`src/rtl/hostArbPkg.sv`:
```
package hostArbPkg;

  // Control-to-datapath strobes, valid for the current clock cycle.
  typedef struct packed {
    logic active;     // a host transfer is open
    logic latchAddr;  // freeze the address at the coming rising edge
    logic loadRead;   // load read data at the coming rising edge
    logic writePulse; // write to the selected target at the coming edge
  } arbStrobes_t;

endpackage

```
`src/rtl/hostArbCtrl.sv`:
```
module hostArbCtrl
  import hostArbPkg::*;
#(
  parameter int REG_WAIT = 3,
  parameter int RAM_WAIT = 7
) (
  input  logic        clk,
  input  logic        rst,
  input  logic        hostSelN,
  input  logic        hostStrobeN,
  input  logic        waitStateEn,
  input  logic        engReq,
  input  logic        memSelEff,
  input  logic        isRead,
  output logic        xferEnN,
  output logic        readyN,
  output logic        dataOe,
  output logic        engGrant,
  output arbStrobes_t strobes
);

  localparam int MAX_WAIT = (RAM_WAIT > REG_WAIT) ? RAM_WAIT : REG_WAIT;
  localparam int CNT_W    = $clog2(MAX_WAIT + 1);
  localparam logic [CNT_W-1:0] REG_LAST = CNT_W'(REG_WAIT - 1);
  localparam logic [CNT_W-1:0] RAM_LAST = CNT_W'(RAM_WAIT - 1);

  typedef enum logic [1:0] {ST_IDLE, ST_WAIT, ST_HOLD} arbState_t;

  arbState_t        state;
  logic [CNT_W-1:0] waitCnt;
  logic [CNT_W-1:0] lastCnt;
  logic             hostReq;
  logic             atLast;

  always_comb begin
    hostReq = !hostSelN && !hostStrobeN;
    if (!waitStateEn) lastCnt = '0;
    else              lastCnt = memSelEff ? RAM_LAST : REG_LAST;
    atLast = (state == ST_WAIT) && (waitCnt == lastCnt);

    strobes.active     = (state != ST_IDLE);
    strobes.latchAddr  = (state == ST_WAIT) && (waitCnt == '0);
    strobes.loadRead   = atLast && !hostStrobeN && isRead;
    strobes.writePulse = atLast && !hostStrobeN && !isRead;
  end

  always_ff @(posedge clk) begin
    if (rst) begin
      state    <= ST_IDLE;
      waitCnt  <= '0;
      xferEnN  <= 1'b1;
      readyN   <= 1'b1;
      dataOe   <= 1'b0;
      engGrant <= 1'b0;
    end else begin
      case (state)
        ST_IDLE: begin
          engGrant <= engReq;
          if (hostReq && !engReq) begin
            state    <= ST_WAIT;
            waitCnt  <= '0;
            xferEnN  <= 1'b0;
            engGrant <= 1'b0;
          end
        end
        ST_WAIT: begin
          engGrant <= 1'b0;
          if (hostStrobeN) begin
            state   <= ST_IDLE;
            xferEnN <= 1'b1;
            readyN  <= 1'b1;
            dataOe  <= 1'b0;
          end else if (atLast) begin
            state  <= ST_HOLD;
            readyN <= 1'b0;
            dataOe <= isRead;
          end else begin
            waitCnt <= waitCnt + 1'b1;
          end
        end
        default: begin
          engGrant <= 1'b0;
          if (hostStrobeN) begin
            state   <= ST_IDLE;
            xferEnN <= 1'b1;
            readyN  <= 1'b1;
            dataOe  <= 1'b0;
          end
        end
      endcase
    end
  end

  AST_GRANT_EXCLUSIVE: assert property (@(posedge clk) disable iff (rst)
    engGrant |-> xferEnN);
  AST_ENGINE_FIRST: assert property (@(posedge clk) disable iff (rst)
    (xferEnN && engReq) |=> xferEnN);
  AST_READY_IN_XFER: assert property (@(posedge clk) disable iff (rst)
    !readyN |-> !xferEnN);
  AST_OE_WITH_READY: assert property (@(posedge clk) disable iff (rst)
    dataOe |-> !readyN);
  AST_STROBE_ENDS: assert property (@(posedge clk) disable iff (rst)
    (!xferEnN && hostStrobeN) |=> (xferEnN && readyN && !dataOe));

endmodule

```
`src/rtl/hostArbDatapath.sv`:
```
module hostArbDatapath
  import hostArbPkg::*;
#(
  parameter int ADDR_W = 16,
  parameter int DATA_W = 16,
  parameter int RAM_AW = 14,
  parameter int REG_AW = 5
) (
  input  logic              clk,
  input  logic              rst,
  input  arbStrobes_t       strobes,
  input  logic [ADDR_W-1:0] hostAddr,
  input  logic              hostMemSel,
  input  logic              hostRdWr,
  input  logic              rdPolarity,
  input  logic [DATA_W-1:0] hostDataIn,
  input  logic [DATA_W-1:0] ramRdata,
  input  logic [DATA_W-1:0] regRdata,
  output logic              memSelEff,
  output logic              isRead,
  output logic [RAM_AW-1:0] ramAddr,
  output logic [REG_AW-1:0] regAddr,
  output logic              ramWr,
  output logic              regWr,
  output logic [DATA_W-1:0] wrData,
  output logic [DATA_W-1:0] hostDataOut
);

  logic [ADDR_W-1:0] addrLat;
  logic              addrHeld;
  logic [ADDR_W-1:0] addrEff;
  logic              ctrlHeld;
  logic              memSelLat;
  logic              rdWrLat;
  logic              rdWrEff;
  logic              unusedAddrBits;

  // Address: transparent until the first rising edge of the transfer.
  always_ff @(posedge clk) begin
    if (rst) begin
      addrLat  <= '0;
      addrHeld <= 1'b0;
    end else if (strobes.latchAddr) begin
      addrLat  <= hostAddr;
      addrHeld <= 1'b1;
    end else if (!strobes.active) begin
      addrHeld <= 1'b0;
    end
  end

  // Target select and direction: frozen on the first falling edge.
  always_ff @(negedge clk) begin
    if (rst) begin
      ctrlHeld  <= 1'b0;
      memSelLat <= 1'b0;
      rdWrLat   <= 1'b0;
    end else begin
      ctrlHeld <= strobes.active;
      if (strobes.active && !ctrlHeld) begin
        memSelLat <= hostMemSel;
        rdWrLat   <= hostRdWr;
      end
    end
  end

  always_comb begin
    addrEff   = addrHeld ? addrLat : hostAddr;
    memSelEff = (strobes.active && ctrlHeld) ? memSelLat : hostMemSel;
    rdWrEff   = (strobes.active && ctrlHeld) ? rdWrLat : hostRdWr;
    isRead    = rdPolarity ? rdWrEff : !rdWrEff;
    ramAddr   = addrEff[RAM_AW-1:0];
    regAddr   = addrEff[REG_AW-1:0];
    ramWr     = strobes.writePulse && memSelEff;
    regWr     = strobes.writePulse && !memSelEff;
    wrData    = hostDataIn;
  end

  assign unusedAddrBits = ^addrEff[ADDR_W-1:RAM_AW];

  always_ff @(posedge clk) begin
    if (rst)                   hostDataOut <= '0;
    else if (strobes.loadRead) hostDataOut <= memSelEff ? ramRdata : regRdata;
  end

  AST_ADDR_FROZEN: assert property (@(posedge clk) disable iff (rst)
    (strobes.active && $past(strobes.active) && $past(strobes.active, 2))
      |-> $stable(ramAddr));

endmodule

```
`src/rtl/hostMemArbiter.sv`:
```
module hostMemArbiter #(
  parameter int ADDR_W   = 16,
  parameter int DATA_W   = 16,
  parameter int RAM_AW   = 14,
  parameter int REG_AW   = 5,
  parameter int REG_WAIT = 3,
  parameter int RAM_WAIT = 7
) (
  input  logic              clk,
  input  logic              rst,
  input  logic              hostSelN,
  input  logic              hostStrobeN,
  input  logic [ADDR_W-1:0] hostAddr,
  input  logic              hostMemSel,
  input  logic              hostRdWr,
  input  logic              rdPolarity,
  input  logic              waitStateEn,
  input  logic [DATA_W-1:0] hostDataIn,
  output logic [DATA_W-1:0] hostDataOut,
  output logic              hostDataOe,
  output logic              xferEnN,
  output logic              readyN,
  input  logic              engReq,
  output logic              engGrant,
  output logic [RAM_AW-1:0] ramAddr,
  output logic              ramWr,
  input  logic [DATA_W-1:0] ramRdata,
  output logic [REG_AW-1:0] regAddr,
  output logic              regWr,
  input  logic [DATA_W-1:0] regRdata,
  output logic [DATA_W-1:0] wrData
);

  hostArbPkg::arbStrobes_t strobes;
  logic memSelEff;
  logic isRead;

  hostArbCtrl #(
    .REG_WAIT(REG_WAIT),
    .RAM_WAIT(RAM_WAIT)
  ) ctrl (
    .clk        (clk),
    .rst        (rst),
    .hostSelN   (hostSelN),
    .hostStrobeN(hostStrobeN),
    .waitStateEn(waitStateEn),
    .engReq     (engReq),
    .memSelEff  (memSelEff),
    .isRead     (isRead),
    .xferEnN    (xferEnN),
    .readyN     (readyN),
    .dataOe     (hostDataOe),
    .engGrant   (engGrant),
    .strobes    (strobes)
  );

  hostArbDatapath #(
    .ADDR_W(ADDR_W),
    .DATA_W(DATA_W),
    .RAM_AW(RAM_AW),
    .REG_AW(REG_AW)
  ) dpath (
    .clk        (clk),
    .rst        (rst),
    .strobes    (strobes),
    .hostAddr   (hostAddr),
    .hostMemSel (hostMemSel),
    .hostRdWr   (hostRdWr),
    .rdPolarity (rdPolarity),
    .hostDataIn (hostDataIn),
    .ramRdata   (ramRdata),
    .regRdata   (regRdata),
    .memSelEff  (memSelEff),
    .isRead     (isRead),
    .ramAddr    (ramAddr),
    .regAddr    (regAddr),
    .ramWr      (ramWr),
    .regWr      (regWr),
    .wrData     (wrData),
    .hostDataOut(hostDataOut)
  );

endmodule

```
`config.mk`:
```
export PLATFORM = sky130hd
export DESIGN_NAME = hostMemArbiter
export DESIGN_NICKNAME = d
export VERILOG_FILES = /design/src/rtl/hostArbPkg.sv /design/src/rtl/hostArbCtrl.sv /design/src/rtl/hostArbDatapath.sv /design/src/rtl/hostMemArbiter.sv
export SDC_FILE = /design/constraint.sdc
export NUM_CORES = 1
export LEC_CHECK = 0
export ABC_AREA = 1
export CORE_MARGIN = 4
export CORE_UTILIZATION = 40
export CTS_BUF_LIST = sky130_fd_sc_hd__clkbuf_4 sky130_fd_sc_hd__clkbuf_8
export CTS_CLUSTER_DIAMETER = 200
export DETAILED_ROUTE_END_ITERATION = 8
export HOLD_SLACK_MARGIN = 0.05
export PLACE_DENSITY_LB_ADDON = 0.15
export SLEW_MARGIN = 20
export SYNTH_ARGS = -nofsm -noshare
export SYNTH_HDL_FRONTEND = slang
export SYNTH_SLANG_ARGS = --single-unit
```
`constraint.sdc`:
```
create_clock -name clk -period 1.9 [get_ports clk]
set_input_delay 0.19 -clock clk [delete_from_list [all_inputs] [get_ports clk]]
set_output_delay 0.19 -clock clk [all_outputs]
set_load 0.05 [all_outputs]
```
* Yosys cells after proc, flatten, opt, wreduce, memory -nomap -nowiden *
Cells that the tools add are included.
W data, S select, Z words.

word-level totals
  register bits = 43
  bits of input ports = 73
  output and inout bits = 57
  word-level logic and storage cells = 80

operators by class
  add/subtract/negate cells = 1
  equality and inequality tests = 7
  mux-type cells = 28
  bitwise logic cells = 1
  reductions and logical operators = 31

operators by type and width
  cell                   number
  $mux W16               1
  $mux W3                5
  $mux W14               1
  $mux W1                13
  $logic_and A1 B1 Y1    11
  $reduce_bool A2 Y1     5
  $mux W2                4
  $logic_not A1 Y1       7
  $ne A2 B2 Y1 const B   3
  $pmux W3 S2            1
  $reduce_and A3 Y1      2
  $pmux W1 S2            2
  $pmux W2 S2            1
  $reduce_and A4 Y1      1
  $add A3 B1 Y3 const B  1
  $eq A3 B3 Y1           1
  $logic_not A3 Y1       1
  $ne A3 B2 Y1 const B   1
  $reduce_bool A3 Y1     1
  $reduce_or A3 Y1       1
  $eq A2 B1 Y1 const B   1
  $logic_not A2 Y1       1
  $ne A2 B1 Y1 const B   1
  $reduce_and A2 Y1      1
  $not A1 Y1             1

* Depth between registers and ports, before layout *
  word-level depth = 10
  gate-level depth with buffers = 12
  gate-level depth less buffers = 12

* Hierarchy *
Synthesis repeated with hierarchy kept, for this count alone.

second synthesis, totals
  cells, all modules = 352
  area total of the unflattened synthesis = 2323.5 µm²

by module, submodules not included
  module           times used  cells an instance  area an instance (µm²)  sequential area each (µm²)
  hostArbDatapath  1           275                1820.5                  680.7
  hostArbCtrl      1           77                 503.0                   180.2

==> impl_metrics.json <==
{
  "powerDensity_nw_per_um2": 618,
  "gr-total-overflow": 0,
  "maxSlewHeadroom_pct": 64.4,
  "layout.nets": 543,
  "gr-usage-met3_pct": 5.00,
  "whs_ns": 0.380,
  "root_buffer": "clkbuf_8",
  "r2r-start": "dpath.ctrlHeld$_SDFF_NP0_",
  "grtUsageMet2_pct": 32.8,
  "route.detailed.wl_per_inst_um": 12.4,
  "numCtsBuffers": 5,
  "grt_start_max_net_pins": 29,
  "syn_nets": 439,
  "worstSetupStartpointType": "flop",
  "ir_drop_v": 0.000515,
  "avgSynthCellArea_um2": 6.45,
  "fillers": 454,
  "worstPathMaxFanout": 4,
  "yosys.area_share.simple_pct": 31.7,
  "p_leak_nw": 1.88,
  "htreeDepth": 2,
  "rows": 27,
  "cp.required_ns": 1.71,
  "gp_congestion": 0.773,
  "failed_checks": "negative setup slack",
  "numPortBuffers": 95,
  "antenna_found_initial": 0,
  "fin_area_um2": 3990,
  "critPathKind": "flop to primary output",
  "hp-start": "hostDataIn[15]",
  "cts_max_path_buffers": 2,
  "cts.sinks": 43,
  "r2r-end": "dpath.hostDataOut[13]$_SDFFE_PP0P_",
  "grt_busiest_layer": "met2",
  "drc": 0,
  "yosys.area_share.adder_pct": 1.07,
  "fin_skew_ns": 0.0635,
  "hold_path_depth": 0,
  "rsz0062_at_grt": "yes",
  "setup_viol": 26,
  "synth-xor-area-share_pct": 0.747,
  "wl_um": 6680,
  "drtIter0Drc": 78,
  "drive_above_1_share_pct": 21.5,
  "core-area_um2": 5610,
  "netlist_instances": 364,
  "met1_usage_pct": 22.2,
  "grt_pass1_wl_um": 11200,
  "place_hpwl_um": 4660,
  "die_area_um2": 7150,
  "num_vias": 2506,
  "hold_path_class": "input port to primary output",
  "synth_top_family_by_area": "simple AND/OR/NAND/NOR gates",
  "arrival_ns": 2.55,
  "synth_sequential_area_ratio_pct": 36.7,
  "synth_cell_types": 27,
  "ys_warn_count": 0,
  "clock_latency_ns": 0.36,
  "r2r_cells": 13,
  "hold_end": "wrData[15]",
  "die_h_um": 84.6,
  "start_util_pct": 41.8,
  "io_pins": 130,
  "cap_violations": 0,
  "worst_slack_ns": -0.836,
  "status": "finished with violations",
  "worstSetupEndpointType": "primary output",
  "finish.utilization_pct": 71.2,
  "finalHoldViolCount": 0,
  "worst-slew-pin-transition_ns": 0.533,
  "ys_ff_latch": 43,
  "synth_mux_area_share_pct": 0,
  "drv_slew": 0,
  "track_usage_pct": 18.8,
  "die_w_um": 84.6,
  "synth_area_um2": 2350,
  "cts_tree": "built",
  "dpl_cell_area_um2": 3620,
  "vias_per_cell": 4.63,
  "ant_nets": 0,
  "cts_hold_buffers": 0,
  "clkTransAtPathRegs_ns": 0.03,
  "synthToLayoutAreaGrowth_pct": 70.2,
  "r2r_slack_ns": -0.79,
  "grt_pass1_vias": 2461,
  "n_antenna_cell": 0,
  "drt_pass1_iterations": 4,
  "synth_compound_area_share_pct": 12.0
}
==> cells in the final DEF (no fill, tap or decap), drive strengths merged <==
| cell | Yosys | routed |
|---|---|---|
| nand4 | 3 | 3 |
| clkinvlp | 0 | 1 |
| xor2 | 2 | 2 |
| ha | 2 | 2 |
| clkdlybuf4s50 | 0 | 74 |
| o21ai | 33 | 33 |
| o21a | 1 | 1 |
| clkinv | 2 | 2 |
| inv | 47 | 49 |
| buf | 29 | 55 |
| bufinv | 0 | 2 |
| clkbuf | 5 | 5 |
| nor2 | 45 | 45 |
| nand3 | 7 | 7 |
| nor3 | 2 | 2 |
| dfxtp | 43 | 43 |
| nand2 | 122 | 122 |
| a21oi | 21 | 21 |
==> how the worst max path moves through the flow <==
stage / endpoint / from / cells past startpoint / slack [ns]
6_report: regWr / dpath.ctrlHeld$_SDFF_NP0_ / 7 / -0.84
5_1_grt: regWr / dpath.ctrlHeld$_SDFF_NP0_ / 9 / -0.93
4_1_cts: regWr / dpath.ctrlHeld$_SDFF_NP0_ / 9 / -0.82
3_5_place_dp: ramWr / dpath.memSelLat$_SDFFE_NP0P_ / 9 / -0.56
3_3_place_gp: ramWr / dpath.memSelLat$_SDFFE_NP0P_ / 9 / -0.50
2_1_floorplan: ramWr / dpath.ctrlHeld$_SDFF_NP0_ / 8 / -0.54
==> routing by layer <==
layer	up-vias	part of all wire, %
met4	0	1.8
met2	79	50
met3	14	6.9
met5	-	0
li1	1301	-
met1	1112	42
==> power by group <==
group	internal [mW]	switching, mW	total, mW
Combinational	0.312	0.332	0.644
Clock	0.529	0.335	0.864
Sequential	0.938	0.0228	0.961
Total	1.78	0.689	2.47
==> area by class of cell <==
cell class                 count  area (um^2)  share of cell area (%)
timing repair buffer         129         1540                    38.6
multi-input combinational    238         1170                    29.4
sequential                    43          866                    21.7
inverter                      48          180                    4.51
tap                           72         90.1                    2.26
clock inverter                 6         76.3                    1.91
clock buffer                   5         68.8                    1.72
==> stage by stage <==
step	power, mW	worst slack, ns	setup TNS, ns	cells
global placement	1.61	-0.502	-8.95	518
CTS	2.48	-0.822	-16.13	539
detailed placement	1.62	-0.564	-10.45	518
finish	2.47	-0.836	-17.10	541
global route	2.58	-0.925	-19.57	541
floorplan	1.39	-0.539	-6.84	364
==> synth_stat cells <==
| cell | n | area (um^2) |
|---|---|---|
| nand3_1 | 6 | 30.0 |
| inv_1 | 43 | 161 |
| buf_4 | 23 | 173 |
| buf_1 | 1 | 3.75 |
| buf_6 | 2 | 22.5 |
| o21ai_0 | 32 | 160 |
| nor2_2 | 1 | 6.26 |
| clkinv_1 | 2 | 7.51 |
| nor3_1 | 1 | 5.00 |
| a21oi_2 | 1 | 8.76 |
| inv_2 | 4 | 15.0 |
| nand3_2 | 1 | 10.0 |
| xor2_1 | 2 | 17.5 |
| a21oi_1 | 20 | 100 |
| nor2_4 | 1 | 11.3 |
| nor3_4 | 1 | 16.3 |
| o21a_1 | 1 | 7.51 |
| nand2_2 | 5 | 31.3 |
| dfxtp_1 | 43 | 861 |
| buf_2 | 3 | 15.0 |
| o21ai_1 | 1 | 5.00 |
| ha_1 | 2 | 25.0 |
| nor2_1 | 43 | 161 |
| nand4_1 | 2 | 12.5 |
| nand4_4 | 1 | 21.3 |
| clkbuf_1 | 5 | 18.8 |
| nand2_1 | 117 | 439 |
==> critical path, cell delays in order (launching register included) <==
cell     delay (ns)
dfxtp_4        0.37
nand3_2        0.11
nand4_1        0.17
nand3_4        0.10
nor2_4         0.12
nand3_4        0.11
nor2_4         0.12
buf_12         0.14
==> timing repair <==
action,4_1_cts,5_1_grt
pin swaps,7,5
endpoints found under the hold margin,0,0
resized for setup,19,5
cloned,3,0
setup buffers,9,2
setup endpoints to repair,25,27
==> state kept, by name, summed over array words and instances, names as in the netlist, 2 cells and up <==
| name | count |
|---|---|
| ctrl.waitCnt | 3 |
| dpath.hostDataOut | 16 |
| dpath.addrLat | 14 |
| ctrl.state | 2 |
==> kinds of logic (layout without fill, tap and decap cells) <==
logic type | Yosys count | in the layout
and+or+nand+nor | 179 | 179
buffers and inverters | 83 | 188
AOI/OAI and AO/OA | 55 | 55
adders and majority gates | 2 | 2
DFF | 43 | 43
xor gates and xnor gates | 2 | 2
Power figures use the tool's default switching activity.
